===== src/rtl/serdac_pkg.sv =====
package serdac_pkg;
  localparam int unsigned FRAME_BITS = 16;
  localparam int unsigned CODE_BITS  = 10;
  localparam int unsigned SUB_BITS   = 2;
  localparam int unsigned SYNC_DEPTH = 2;

  // lane order inside the synchronizer vector
  typedef enum int unsigned {
    LANE_SEL  = 0,
    LANE_SCK  = 1,
    LANE_DAT  = 2,
    LANE_CNT  = 3
  } lane_e;
endpackage


===== src/rtl/serdac_pin_sync.sv =====
module serdac_pin_sync #(
  parameter int unsigned  WIDTH = 3,
  parameter int unsigned  DEPTH = 2,
  parameter logic [WIDTH-1:0] IDLE = '0
) (
  input  logic             clk,
  input  logic             rst_n,
  input  logic [WIDTH-1:0] pin_i,
  output logic [WIDTH-1:0] lvl_o
);
  generate
    for (genvar g = 0; g < WIDTH; g++) begin : g_lane
      logic [DEPTH-1:0] stg;
      always_ff @(posedge clk or negedge rst_n) begin
        if (!rst_n) stg <= {DEPTH{IDLE[g]}};
        else        stg <= {stg[DEPTH-2:0], pin_i[g]};
      end
      assign lvl_o[g] = stg[DEPTH-1];
    end
  endgenerate
endmodule


===== src/rtl/serdac_shifter.sv =====
module serdac_shifter #(
  parameter int unsigned SR_W   = 16,
  parameter int unsigned WIN_LO = 2,
  parameter int unsigned WIN_W  = 10,
  localparam int unsigned WIN_HI = WIN_LO + WIN_W - 1
) (
  input  logic             clk,
  input  logic             rst_n,
  input  logic             shift_en,
  input  logic             launch_en,
  input  logic             sdat,
  output logic [WIN_W-1:0] win_o,
  output logic             casc_o
);
  logic [SR_W-1:0] sreg;

  always_ff @(posedge clk or negedge rst_n) begin
    if (!rst_n)        sreg <= '0;
    else if (shift_en) sreg <= {sreg[SR_W-2:0], sdat};
  end

  always_ff @(posedge clk or negedge rst_n) begin
    if (!rst_n)         casc_o <= 1'b0;
    else if (launch_en) casc_o <= sreg[SR_W-1];
  end

  assign win_o = sreg[WIN_HI:WIN_LO];

  p_idle_stable_r2: assert property (@(posedge clk) disable iff (!rst_n)
    !shift_en |=> $stable(sreg));

  p_casc_on_fall_r6: assert property (@(posedge clk) disable iff (!rst_n)
    (casc_o != $past(casc_o)) |-> $past(launch_en));
endmodule


===== src/rtl/serdac_hold.sv =====
module serdac_hold #(
  parameter int unsigned CODE_W = 10
) (
  input  logic              clk,
  input  logic              rst_n,
  input  logic              xfer,
  input  logic [CODE_W-1:0] nxt_code,
  output logic [CODE_W-1:0] code_o
);
  always_ff @(posedge clk or negedge rst_n) begin
    if (!rst_n)    code_o <= '0;
    else if (xfer) code_o <= nxt_code;
  end

  p_code_only_on_xfer_r8: assert property (@(posedge clk) disable iff (!rst_n)
    (code_o != $past(code_o)) |-> $past(xfer));
endmodule


===== src/rtl/serdac_front.sv =====
module serdac_front
  import serdac_pkg::*;
#(
  parameter int unsigned SR_W   = FRAME_BITS,
  parameter int unsigned CODE_W = CODE_BITS,
  parameter int unsigned SUB_W  = SUB_BITS,
  parameter int unsigned SYNC_N = SYNC_DEPTH
) (
  input  logic              clk,
  input  logic              rst_n,
  input  logic              sel_n_i,
  input  logic              sck_i,
  input  logic              sdat_i,
  output logic              casc_o,
  output logic [CODE_W-1:0] code_o
);
  localparam int unsigned NLANE = LANE_CNT;
  localparam logic [NLANE-1:0] IDLE_LVL = NLANE'(1) << LANE_SEL;

  logic [NLANE-1:0] raw, lvl;
  logic             sel_q, sck_q;
  logic             sck_rise, sck_fall, sel_rise, selected;
  logic [CODE_W-1:0] win;

  always_comb begin
    raw           = '0;
    raw[LANE_SEL] = sel_n_i;
    raw[LANE_SCK] = sck_i;
    raw[LANE_DAT] = sdat_i;
  end

  serdac_pin_sync #(.WIDTH(NLANE), .DEPTH(SYNC_N), .IDLE(IDLE_LVL)) u_sync (
    .clk(clk), .rst_n(rst_n), .pin_i(raw), .lvl_o(lvl)
  );

  always_ff @(posedge clk or negedge rst_n) begin
    if (!rst_n) begin
      sel_q <= 1'b1;
      sck_q <= 1'b0;
    end else begin
      sel_q <= lvl[LANE_SEL];
      sck_q <= lvl[LANE_SCK];
    end
  end

  assign selected = ~lvl[LANE_SEL];
  assign sck_rise = lvl[LANE_SCK] & ~sck_q;
  assign sck_fall = ~lvl[LANE_SCK] & sck_q;
  assign sel_rise = lvl[LANE_SEL] & ~sel_q;

  serdac_shifter #(.SR_W(SR_W), .WIN_LO(SUB_W), .WIN_W(CODE_W)) u_shift (
    .clk(clk), .rst_n(rst_n),
    .shift_en(sck_rise & selected),
    .launch_en(sck_fall & selected),
    .sdat(lvl[LANE_DAT]),
    .win_o(win),
    .casc_o(casc_o)
  );

  serdac_hold #(.CODE_W(CODE_W)) u_hold (
    .clk(clk), .rst_n(rst_n), .xfer(sel_rise), .nxt_code(win), .code_o(code_o)
  );

  p_xfer_window_r3: assert property (@(posedge clk) disable iff (!rst_n)
    sel_rise |=> (code_o == $past(win)));

  p_no_shift_while_high_r2: assert property (@(posedge clk) disable iff (!rst_n)
    (lvl[LANE_SEL] && sel_q) |=> $stable(win));
endmodule


===== config.mk =====
export PLATFORM = sky130hd
export DESIGN_NAME = serdac_front
export DESIGN_NICKNAME = d
export VERILOG_FILES = /design/src/rtl/serdac_pkg.sv /design/src/rtl/serdac_pin_sync.sv /design/src/rtl/serdac_shifter.sv /design/src/rtl/serdac_hold.sv /design/src/rtl/serdac_front.sv
export SDC_FILE = /design/constraint.sdc
export NUM_CORES = 1
export LEC_CHECK = 0
export ABC_AREA = 1
export BUFFER_PORTS_ARGS = -buffer_cell sky130_fd_sc_hd__buf_2
export CORE_MARGIN = 1.5
export CORE_UTILIZATION = 35
export DETAILED_ROUTE_END_ITERATION = 10
export MAX_ROUTING_LAYER = met4
export SYNTH_ARGS = -nofsm -noshare
export SYNTH_HDL_FRONTEND = slang
export SYNTH_SLANG_ARGS = --single-unit

===== constraint.sdc =====
create_clock -name clk -period 2.49 [get_ports clk]
set_input_delay 0.3735 -clock clk [delete_from_list [all_inputs] [get_ports clk]]
set_output_delay 0.3735 -clock clk [all_outputs]
set_load 0.05 [all_outputs]

==> After elaboration in Yosys (flattened, before gate mapping) <==
Cells that the tools add are included.
{ "totals": {"register_bits": 35, "output_inout_bits": 11, "wordCells": 17} }
{ "classes": {"bitwise_logic": 9} }
{ "ops": {"columns": ["operator", "n"], "rows": [
  ["1-bit AND", 5],
  ["1-bit NOT", 4]
]} }

==> Logic depth before layout (Yosys ltp) <==
Gate-level depths: netlist of run 1.
{ "logic_depth": {"ltp_word": 3, "depth_mapped": 5} }

==> Modules after synthesis <==
A second synthesis of run 1 with hierarchy kept.
{ "hier_totals": {"cells_unflattened": 142, "hier_area_um2": 1426.4} }
{ "by_module_without_submodules": {"columns": ["module", "instances", "cells_each", "area_each_um2", "seq_area_each_um2"], "rows": [
  ["serdac_shifter", 1, 83, 799.5, 425.4],
  ["serdac_hold", 1, 42, 377.9, 250.2],
  ["serdac_pin_sync", 1, 9, 175.2, 152.6],
  ["serdac_front", 1, 8, 73.8, 51.3]
]} }

==> Worst setup path after synthesis of run 1 <==
No wires, ideal clock.
{ "synth_path": {"path_type": "flip-flop to flip-flop", "start": "reg u_sync.g_lane[0].stg[1]", "end": "reg u_shift.sreg[10]", "setup_time_ns": 0.117, "arrival_ns": 0.909, "t_required_ns": 2.373, "setup_slack_ns": 1.464, "stages_incl_launch_ff": 5, "n_path_buf": 1, "synth_period_minus_slack_ns": 1.026, "cell_sequence": "dfstp_2 > inv_2 > buf_2 > nand4_1 > nand2_1"} }
{ "synth_between": {"elab_chain_len": 2} }
{ "synth_rtl": {"columns": ["item", "line_no", "rtl"], "rows": [
  ["start: declaration", "serdac_pin_sync.sv:13", "logic [DEPTH-1:0] stg;"],
  ["start signal: assignment", "serdac_pin_sync.sv:15", "if (!rst_n) stg <= {DEPTH{IDLE[g]}};"],
  ["start signal: assignment", "serdac_pin_sync.sv:16", "else stg <= {stg[DEPTH-2:0], pin_i[g]};"],
  ["1-bit NOT", "serdac_front.sv:46", "assign selected = ~lvl[LANE_SEL];"],
  ["1-bit AND", "serdac_front.sv:53", ".shift_en(sck_rise & selected),"],
  ["end signal: assignment", "serdac_shifter.sv:19", "else if (shift_en) sreg <= {sreg[SR_W-2:0], sdat};"],
  ["end: declaration", "serdac_shifter.sv:15", "logic [SR_W-1:0] sreg;"]
]} }
No other way between the ends.
A chain may end at the register's enable or synchronous reset.

==> Final worst setup path of run 1 <==
{ "layout_path": {"start": "reg u_hold.code_o[8]", "end": "out code_o[8]"} }
{ "layout_rtl": {"columns": ["item", "line_no", "rtl"], "rows": [
  ["start: declaration", "serdac_hold.sv:8", "output logic [CODE_W-1:0] code_o"],
  ["start signal: assignment", "serdac_hold.sv:12", "else if (xfer) code_o <= nxt_code;"],
  ["end: declaration", "serdac_front.sv:15", "output logic [CODE_W-1:0] code_o"]
]} }
No word-level cell between the ends.

==> results of run 1 <==
cells by family (layout without fill, tap and decap cells):
kind of cell / after synthesis / count (layout) / synth area share [%]
flops: 35 / 35 / 66.6
simple gates: 84 / 84 / 29.2
buf+inv: 11 / 27 / 4.17
flip-flops by register name (all words and copies together) (netlist names):
signal	count
sel_q	1
u_hold.code_o	10
u_sync.g_lane.stg	6
u_shift.casc_o	1
sck_q	1
u_shift.sreg	16
how the worst max path moves through the flow:
| stage | start | endpoint | slack (ns) | depth (start not counted) |
|---|---|---|---|---|
| floorplan | u_sync.g_lane[0].stg[1] | u_shift.sreg[10] | 1.46 | 4 |
| global placement | u_sync.g_lane[0].stg[1] | u_shift.sreg[3] | 1.27 | 4 |
| detailed placement | u_sync.g_lane[0].stg[1] | u_shift.sreg[2] | 1.23 | 4 |
| CTS | u_hold.code_o[5] | code_o[5] | 1.19 | 1 |
| global route | u_sync.g_lane[0].stg[1] | u_shift.sreg[2] | 1.10 | 4 |
| finish | u_hold.code_o[8] | code_o[8] | 1.22 | 1 |
metal layers:
layer	vias up	wire (microns)
met5	-	0
met4	0	59
met3	6	101
met2	18	1040
met1	417	1020
li1	460	-
layout by cell type, fill, tap and decap left out, drive strengths merged:
master	n
inv	4
nand4	17
clkinv	1
dfrtp	32
nand2	55
clkbuf	7
nand3	12
buf	15
dfstp	3
cell type report:
type,instances,area (sq um)
repair buffers,15,75.1
multi-input cells,84,385
fillers,365,2140
clock buffers,7,76.3
flip-flops and latches,35,880
clock inverters,1,5.00
well taps,48,60.1
inverters,4,15.0
stage by stage:
| step | power, uW | instance area (sq um) | cells |
|---|---|---|---|
| after CTS | 1270 | 1500 | 194 |
| after global routing | 1320 | 1500 | 194 |
| after detailed placement | 891 | 1420 | 186 |
| after global placement | 884 | 1420 | 186 |
| final | 1250 | 1500 | 194 |
| after floorplan | 831 | 1320 | 130 |
power by group through the flow:
stage	clock (uW)	combinational (uW)	sequential, uW
after detailed placement	0	198	693
after global routing	420	214	690
after floorplan	0	69.1	762
final	378	194	682
after CTS	394	198	683
after global placement	0	194	690
==> flow_summary.json, run 1 <==
{
  "cp_cell_sequence": "buf_2",
  "slowest_stage": "dfrtp_1",
  "cts_buffers": 5,
  "worst_slack_ns": 1.22,
  "ioPinCount": 16,
  "period_needed_ns": 1.27,
  "ys_warn_count": 0,
  "synthTopCellsByArea": "dfrtp_1 61%, nand2_1 16%, nand4_1 8.1%",
  "setup.worst_path.class": "flip-flop to output port",
  "max_freq_mhz": 786,
  "grt_antenna_before_repair": 0,
  "pwr-share-comb_pct": 15.5,
  "layout-drive-gt1-share_pct": 18.5,
  "period_share_pct": 51.1,
  "hpwl_microns": 1520,
  "htree_levels": 2,
  "hold_class": "primary input to async pin",
  "dp_slack_ns": 1.23,
  "yosysSeqAreaShare_pct": 66.6,
  "drc_errors": 0,
  "p_sw_share_pct": 30.3,
  "internal_power_uw": 875,
  "use_met3_pct": 5.21,
  "vias_per_cell": 4.64,
  "maxSlewHeadroom_pct": 51.3,
  "path_max_fanout": 2,
  "areaGrowthSynthToFinish_pct": 13.4,
  "yosysMostFrequentCell": "nand2_1",
  "irDropWorstVdd_v": 0.000226,
  "worst_slew_pin_slew_ns": 0.731,
  "grt_max_degree": 36,
  "start_kind": "flip-flop",
  "postCtsSetupBuffers": 0,
  "syn-instance-count": 130,
  "status": "complete, no violations",
  "synth_top_area_share_pct": 60.7,
  "netlist-cell-type-count": 10,
  "clock_skew_ns": 0.00355,
  "start_util_pct": 36.3,
  "wl_per_cell_microns": 11.5,
  "worst-path-buf-inv": 1,
  "yosys.area.top_type": "dfrtp_1",
  "num_rows": 22,
  "n_antenna_cell": 0,
  "drtIter0Drc": 24,
  "synth_area_sq_um": 1320,
  "cpPeakStageDelay_ns": 0.35,
  "max-clock-path-buffers": 2,
  "grt_use_met1_pct": 14.0,
  "ctsHoldBuffers": 0,
  "synth_edf_count": 0,
  "syn_area_per_cell_sq_um": 10.2,
  "routed_wl_microns": 2230,
  "crit_family": "flip-flops",
  "worstSkewPairLatency_ns": 0.28,
  "core_sq_um": 3630,
  "hold_ws_ns": 0.147,
  "final_hold_viol_count": 0,
  "layout.nets": 150,
  "die_y_microns": 64.4,
  "cap_violations": 0,
  "rsz0062_at_grt": "no",
  "r2r_slack_ns": 1.22,
  "r2r_end": "u_shift.sreg[2]",
  "fp.dieArea_sq_um": 4150,
  "endpoint_kind": "output port",
  "finalSetupViolCount": 0,
  "cts_sinks": 35,
  "ant_nets": 0,
  "async_flop_share_pct": 100,
  "power_switching_uw": 380,
  "clk_pin_slew_ns": 0.06,
  "seqPwrFrac_pct": 54.4,
  "grt_use_met2_pct": 20.4,
  "finalMaxSlewViolations": 0,
  "clkPwrFrac_pct": 30.1,
  "final_core_util_pct": 41.2,
  "num_vias": 901,
  "synth_fp_nets": 135,
  "worstReg2RegStart": "u_sync.g_lane[0].stg[1]",
  "worstPathArrival_ns": 0.90,
  "cp_data_required_time_ns": 2.12,
  "dr.pass1.iters": 4,
  "power_density_nw_per_um2": 838,
  "synth_common_cells": "55 x nand2_1, 32 x dfrtp_1, 17 x nand4_1, 11 x nand3_1, 5 x buf_2",
  "synthFlopType": "dfrtp_1",
  "cts-resized-gates": 0,
  "fp.dieW_microns": 64.4,
  "grt_pass1_vias": 871,
  "place.gp.congestion": 0.794,
  "grt_overflow_total": 0,
  "cts_tree": "yes",
  "grt_pass1_wl_microns": 3890,
  "setup_tns_ns": 0,
  "grt-busiest-layer": "met2",
  "leakagePower_uw": 0.000823,
  "io_buffers": 15,
  "rr_worst_depth": 4,
  "track_usage_pct": 12.9,
  "clock-root-buffer": "clkbuf_8",
  "ys_ff_latch": 35
}
No activity file was read; power rests on OpenSTA's default activity.
==> inputs of run 2 (changes only) <==
Clock period 2.49 ns to 1.2 ns, I/O delays scaled along.
==> run 2 against run 1 <==
  * Via count increased by 5.9%
  * First-iteration DRC count increased by 120%
  * Cell count increased by 5.2%
  * Global-route usage increased by 0.73 points
  * Clock-buffer cell count unchanged
  * Sequential power increased by 110%
  * Register-to-register slack got worse by 1.1 ns
  * Routed wire length increased by 2.8%
  * Clock power increased by 130%
  * Clock skew increased by 0.0065 ns
  * Largest cell class unchanged
==> flow_summary.json, run 2 (same netlist as run 1, synthesis figures left out) <==
{
  "status": "complete, no violations",
  "layout.nets": 160,
  "layout-drive-gt1-share_pct": 22.4,
  "areaGrowthSynthToFinish_pct": 22.1,
  "irDropWorstVdd_v": 0.000658,
  "placed_area_sq_um": 1470,
  "grt_pass1_wl_microns": 4000,
  "period_needed_ns": 1.09,
  "setup_tns_ns": 0,
  "grt_use_met2_pct": 20.7,
  "grt_pass1_vias": 901,
  "largest_register": "u_shift.sreg",
  "clock-root-buffer": "clkbuf_8",
  "max_freq_mhz": 916,
  "cp_data_required_time_ns": 1.42,
  "grt_max_degree": 36,
  "core_sq_um": 3630,
  "endpoint_kind": "flip-flop",
  "max-clock-path-buffers": 2,
  "io_buffers": 15,
  "clk_pin_slew_ns": 0.07,
  "finalSetupViolCount": 0,
  "power_density_nw_per_um2": 1680,
  "cts_sinks": 35,
  "grt_overflow_total": 0,
  "grt_antenna_before_repair": 0,
  "reg_top3": "u_shift.sreg x16, u_hold.code_o x10, u_sync.g_lane.stg x6",
  "hold_class": "flip-flop to flip-flop",
  "maxSlewHeadroom_pct": 83.4,
  "cap_violations": 0,
  "worstSkewPairLatency_ns": 0.29,
  "htree_levels": 2,
  "routed_wl_microns": 2290,
  "grt_use_met1_pct": 14.6,
  "drtIter0Drc": 52,
  "cts_tree": "yes",
  "start_util_pct": 36.3,
  "multi_input_area_sq_um": 388,
  "ant_nets": 0,
  "stdcell_area_sq_um": 1610,
  "clock_skew_ns": 0.0100,
  "finalMaxSlewViolations": 0,
  "vias_per_cell": 4.68,
  "start_kind": "flip-flop",
  "largest_reg_flops": 16,
  "final_common_cell": "nand2_1",
  "wl_per_cell_microns": 11.2,
  "num_vias": 954,
  "cts_buffers": 5,
  "use_met3_pct": 5.73,
  "dr.pass1.iters": 3,
  "hpwl_microns": 1560,
  "die_y_microns": 64.4,
  "track_usage_pct": 13.6,
  "ioPinCount": 16,
  "setup.worst_path.class": "flip-flop to flip-flop",
  "drc_errors": 0,
  "period_share_pct": 91.0,
  "leakagePower_uw": 0.000879,
  "path_max_fanout": 19,
  "final_hold_viol_count": 0,
  "fp.dieArea_sq_um": 4150,
  "n_antenna_cell": 0,
  "worstPathArrival_ns": 1.31,
  "postCtsSetupBuffers": 0,
  "fp.dieW_microns": 64.4,
  "worst_slew_pin_slew_ns": 0.251,
  "grt-busiest-layer": "met2",
  "place.gp.congestion": 0.806,
  "layout_common_cells": "54 x nand2_1, 32 x dfrtp_1, 17 x nand4_1, 15 x buf_2, 11 x nand3_1",
  "n_fill_cell": 377,
  "rsz0062_at_grt": "no",
  "num_rows": 22,
  "seq_area_sq_um": 880
}
## run 2: power by group
group          switching, uW  total (uW)  leakage, uW  internal, uW
logic                    323         444     0.000373           121
clock network            396         858    0.0000482           462
registers               90.7        1410     0.000458          1320
total                    810        2710     0.000879          1900
## run 2: worst paths after layout
| kind | from | end | slack, ns | cells past startpoint |
|---|---|---|---|---|
| max | u_sync.g_lane[0].stg[1] | u_shift.sreg[14] | 0.11 | 4 |
| min | u_sync.g_lane[2].stg[0] | u_sync.g_lane[2].stg[1] | 0.35 | 0 |
| max reg2reg | u_sync.g_lane[0].stg[1] | u_shift.sreg[14] | 0.11 | 4 |
| min reg2reg | u_sync.g_lane[2].stg[0] | u_sync.g_lane[2].stg[1] | 0.35 | 0 |
| max in group asynchronous | rst_n | u_sync.g_lane[0].stg[1] | 0.57 | 3 |
| min in group asynchronous | rst_n | u_shift.sreg[1] | 0.38 | 3 |
## run 2: what timing repair did
item | CTS | global route
hold endpoints to repair | 35 | 0
hold buffers | 4 | 0
endpoints found under the setup margin | 0 | 21
resized for setup | 0 | 4
## run 2: routing by layer
metal / share of wire [%] / wire [microns] / vias up
met5: 0 / 0 / -
li1: - / - / 482
met2: 49 / 1120 / 17
met1: 44 / 1000 / 448
met4: 3.3 / 75 / 0
met3: 3.9 / 89 / 7
## run 2: worst max-delay path: stages, from the launching register on
cell and delay, ns:
dfstp_2 0.63, inv_6 0.10, nand3_4 0.16, nand2_1 0.07
nand2_1 0.07
## run 2: cell type report
type	instances	share of cell area, %
clock buffer	7	5.36
clock inverter	1	0.311
inverter	4	1.24
multi-input combinational	84	24.1
sequential	35	54.6
tap	48	3.73
timing repair buffer	25	10.7
## run 2: metrics by stage
stage	utilization, %	power (uW)	setup slack (ns)	cells	hold WS [ns]
detailed placement	40.5	1860	0.0391	192	0.154
CTS	44.1	2750	0.0281	204	0.356
global route	44.4	2870	0.00824	204	0.359
floorplan	-	1720	0.174	130	-0.116
global placement	40.5	1850	0.0807	192	0.150
finish	44.4	2710	0.108	204	0.351
==> inputs of run 3 (changes only) <==
Settings changed: ABC_AREA 1 to 0.
==> run 3 against run 2 <==
  * The flow now finishes with violations (setup timing)
  * Routed wire length down 27%
  * Setup slack worse by 0.15 ns
  * First-iteration DRC count fell by 62%
  * Critical path depth decreased by 1
  * Combinational power up 80%
  * Synthesized cell count fell by 48%
  * Clock-buffer cell count rose by 1
  * Via count shrank 34%
  * Synthesized area shrank 6.6%
  * Total power rose by 13%
  * Critical path type unchanged
==> flow_summary.json, run 3 <==
{
  "status": "finished, violations left",
  "violations": "setup timing",
  "yosysMostFrequentCell": "dfrtp_1",
  "clk_pin_slew_ns": 0.09,
  "start_kind": "flip-flop",
  "largest_register": "u_shift.sreg",
  "reg_top3": "u_shift.sreg x16, u_hold.code_o x10, u_sync.g_lane.stg x6",
  "cts_sinks": 35,
  "worstSkewPairLatency_ns": 0.32,
  "fp.dieW_microns": 62.3,
  "layout_common_cells": "32 x dfrtp_1, 27 x mux2_2, 15 x buf_2, 5 x clkbuf_4, 5 x buf_4",
  "async_flop_share_pct": 100,
  "endpoint_kind": "flip-flop",
  "grt_pass1_vias": 664,
  "power_density_nw_per_um2": 2010,
  "cpPeakStageDelay_ns": 0.41,
  "clock-root-buffer": "clkbuf_4",
  "ys_ff_latch": 35,
  "synth_common_cells": "32 x dfrtp_1, 27 x mux2_2, 3 x dfstp_2",
  "worstPathArrival_ns": 1.46,
  "crit_family": "flip-flops",
  "period_share_pct": 104,
  "dp_slack_ns": -0.0448,
  "fp.dieArea_sq_um": 3890,
  "io_buffers": 15,
  "synthFlopType": "dfrtp_1",
  "synthTopCellsByArea": "dfrtp_1 65%, mux2_2 25%, dfstp_2 6.4%",
  "dr.pass1.iters": 2,
  "largest_reg_flops": 16,
  "cap_violations": 0,
  "routed_wl_microns": 1670,
  "core_sq_um": 3360,
  "ioPinCount": 16,
  "clock_skew_ns": 0.00444,
  "drc_errors": 0,
  "max_freq_mhz": 803,
  "irDropWorstVdd_v": 0.000734,
  "r2r_end": "u_shift.sreg[0]",
  "maxSlewHeadroom_pct": 83.5,
  "final_hold_viol_count": 0,
  "rr_worst_depth": 3,
  "synth_fp_nets": 72,
  "grt_overflow_total": 0,
  "hold_class": "primary input to async pin",
  "num_vias": 632,
  "start_util_pct": 36.6,
  "grt_antenna_before_repair": 0,
  "cp-endpoint": "u_shift.sreg[0]",
  "worst_slew_pin_slew_ns": 0.250,
  "period_needed_ns": 1.24,
  "die_y_microns": 62.3,
  "cp-startpoint": "u_sync.g_lane[0].stg[1]",
  "htree_levels": 2,
  "grt_max_degree": 15,
  "synth_top_area_share_pct": 65.0,
  "finalSetupViolCount": 26,
  "hpwl_microns": 1220,
  "syn-instance-count": 67,
  "rsz0062_at_grt": "yes",
  "max-clock-path-buffers": 2,
  "netlist-cell-type-count": 8,
  "yosysSeqAreaShare_pct": 71.4,
  "layout-drive-gt1-share_pct": 60.2,
  "r2r_slack_ns": -0.04,
  "synth_edf_count": 0,
  "postCtsSetupBuffers": 0,
  "wl_per_cell_microns": 11.6,
  "path_depth": 3,
  "leakagePower_uw": 0.000752,
  "n_antenna_cell": 0,
  "worstReg2RegStart": "u_sync.g_lane[0].stg[1]",
  "layout.nets": 102,
  "cp_cell_sequence": "nor3b_4 > buf_4 > mux2_2",
  "final_common_cell": "dfrtp_1",
  "cts_tree": "yes",
  "path_max_fanout": 6,
  "ant_nets": 0,
  "synth_area_sq_um": 1230,
  "place.gp.congestion": 0.686,
  "areaGrowthSynthToFinish_pct": 22.9,
  "worst_slack_ns": -0.0450,
  "grt_pass1_wl_microns": 3120,
  "vias_per_cell": 4.39,
  "p_total_uw": 3050,
  "slowest_stage": "dfstp_2",
  "yosys.area.top_type": "dfrtp_1",
  "drtIter0Drc": 20,
  "syn_area_per_cell_sq_um": 18.4,
  "cts-resized-gates": 0,
  "num_rows": 21,
  "cp_data_required_time_ns": 1.42,
  "finalMaxSlewViolations": 0,
  "worst-path-buf-inv": 1,
  "cts_buffers": 5,
  "setup.worst_path.class": "flip-flop to flip-flop",
  "ys_warn_count": 0,
  "track_usage_pct": 11.1
}
## run 3: cell families after synthesis
| logic type | share of synthesized area [%] |
|---|---|
| buffers and inverters | 1.32 |
| AND/OR/NAND/NOR | 2.64 |
| flip-flops | 71.4 |
| multiplexers | 24.7 |
## run 3: worst min-delay path by stage
stage                     start               to  slack (ns)  cells after the start
final                     rst_n  u_shift.sreg[7]        0.23                      2
after global routing      rst_n  u_shift.sreg[7]        0.25                      2
after CTS                 rst_n  u_shift.sreg[7]        0.23                      2
after detailed placement  rst_n  u_shift.sreg[8]        0.06                      1
after global placement    rst_n  u_shift.sreg[7]        0.05                      1
after floorplan           rst_n            sck_q       -0.12                      0
## run 3: final cells by class
class / instances / area, sq um
flip-flops and latches: 35 / 880
multi-input cells: 30 / 337
fillers: 340 / 1850
clock buffers: 8 / 68.8
well taps: 46 / 57.6
repair buffers: 25 / 173
## run 3: what timing repair did
action / 4_1_cts / 5_1_grt
pin swaps: 0 / 0
hold buffers: 4 / 0
setup endpoints to repair: 26 / 26
endpoints found under the hold margin: 30 / 0
## run 3: stage by stage
| step | TNS, ns | utilization (%) | instance area (sq um) | hold WS (ns) | cells |
|---|---|---|---|---|---|
| floorplan | -1.33 | - | 1230 | -0.116 | 67 |
| global placement | -0.412 | 41.8 | 1410 | 0.0522 | 132 |
| detailed placement | -0.806 | 41.8 | 1410 | 0.0575 | 132 |
| CTS | -1.10 | 45.1 | 1520 | 0.231 | 144 |
| global route | -2.20 | 45.1 | 1520 | 0.247 | 144 |
| finish | -0.861 | 45.1 | 1520 | 0.235 | 144 |
## run 3: per-layer routing
metal | wire length (microns) | vias to the layer above | global-route usage [%]
met3 | 107 | 7 | 5.07
li1 | - | 294 | -
met4 | 44 | 0 | 5.00
met1 | 755 | 314 | 12.9
met5 | 0 | - | -
met2 | 761 | 17 | 16.4
## run 3: where the power goes
| part | total, uW | switching (uW) | internal [uW] |
|---|---|---|---|
| Clock | 687 | 343 | 345 |
| Combinational | 798 | 511 | 287 |
| Sequential | 1570 | 137 | 1430 |
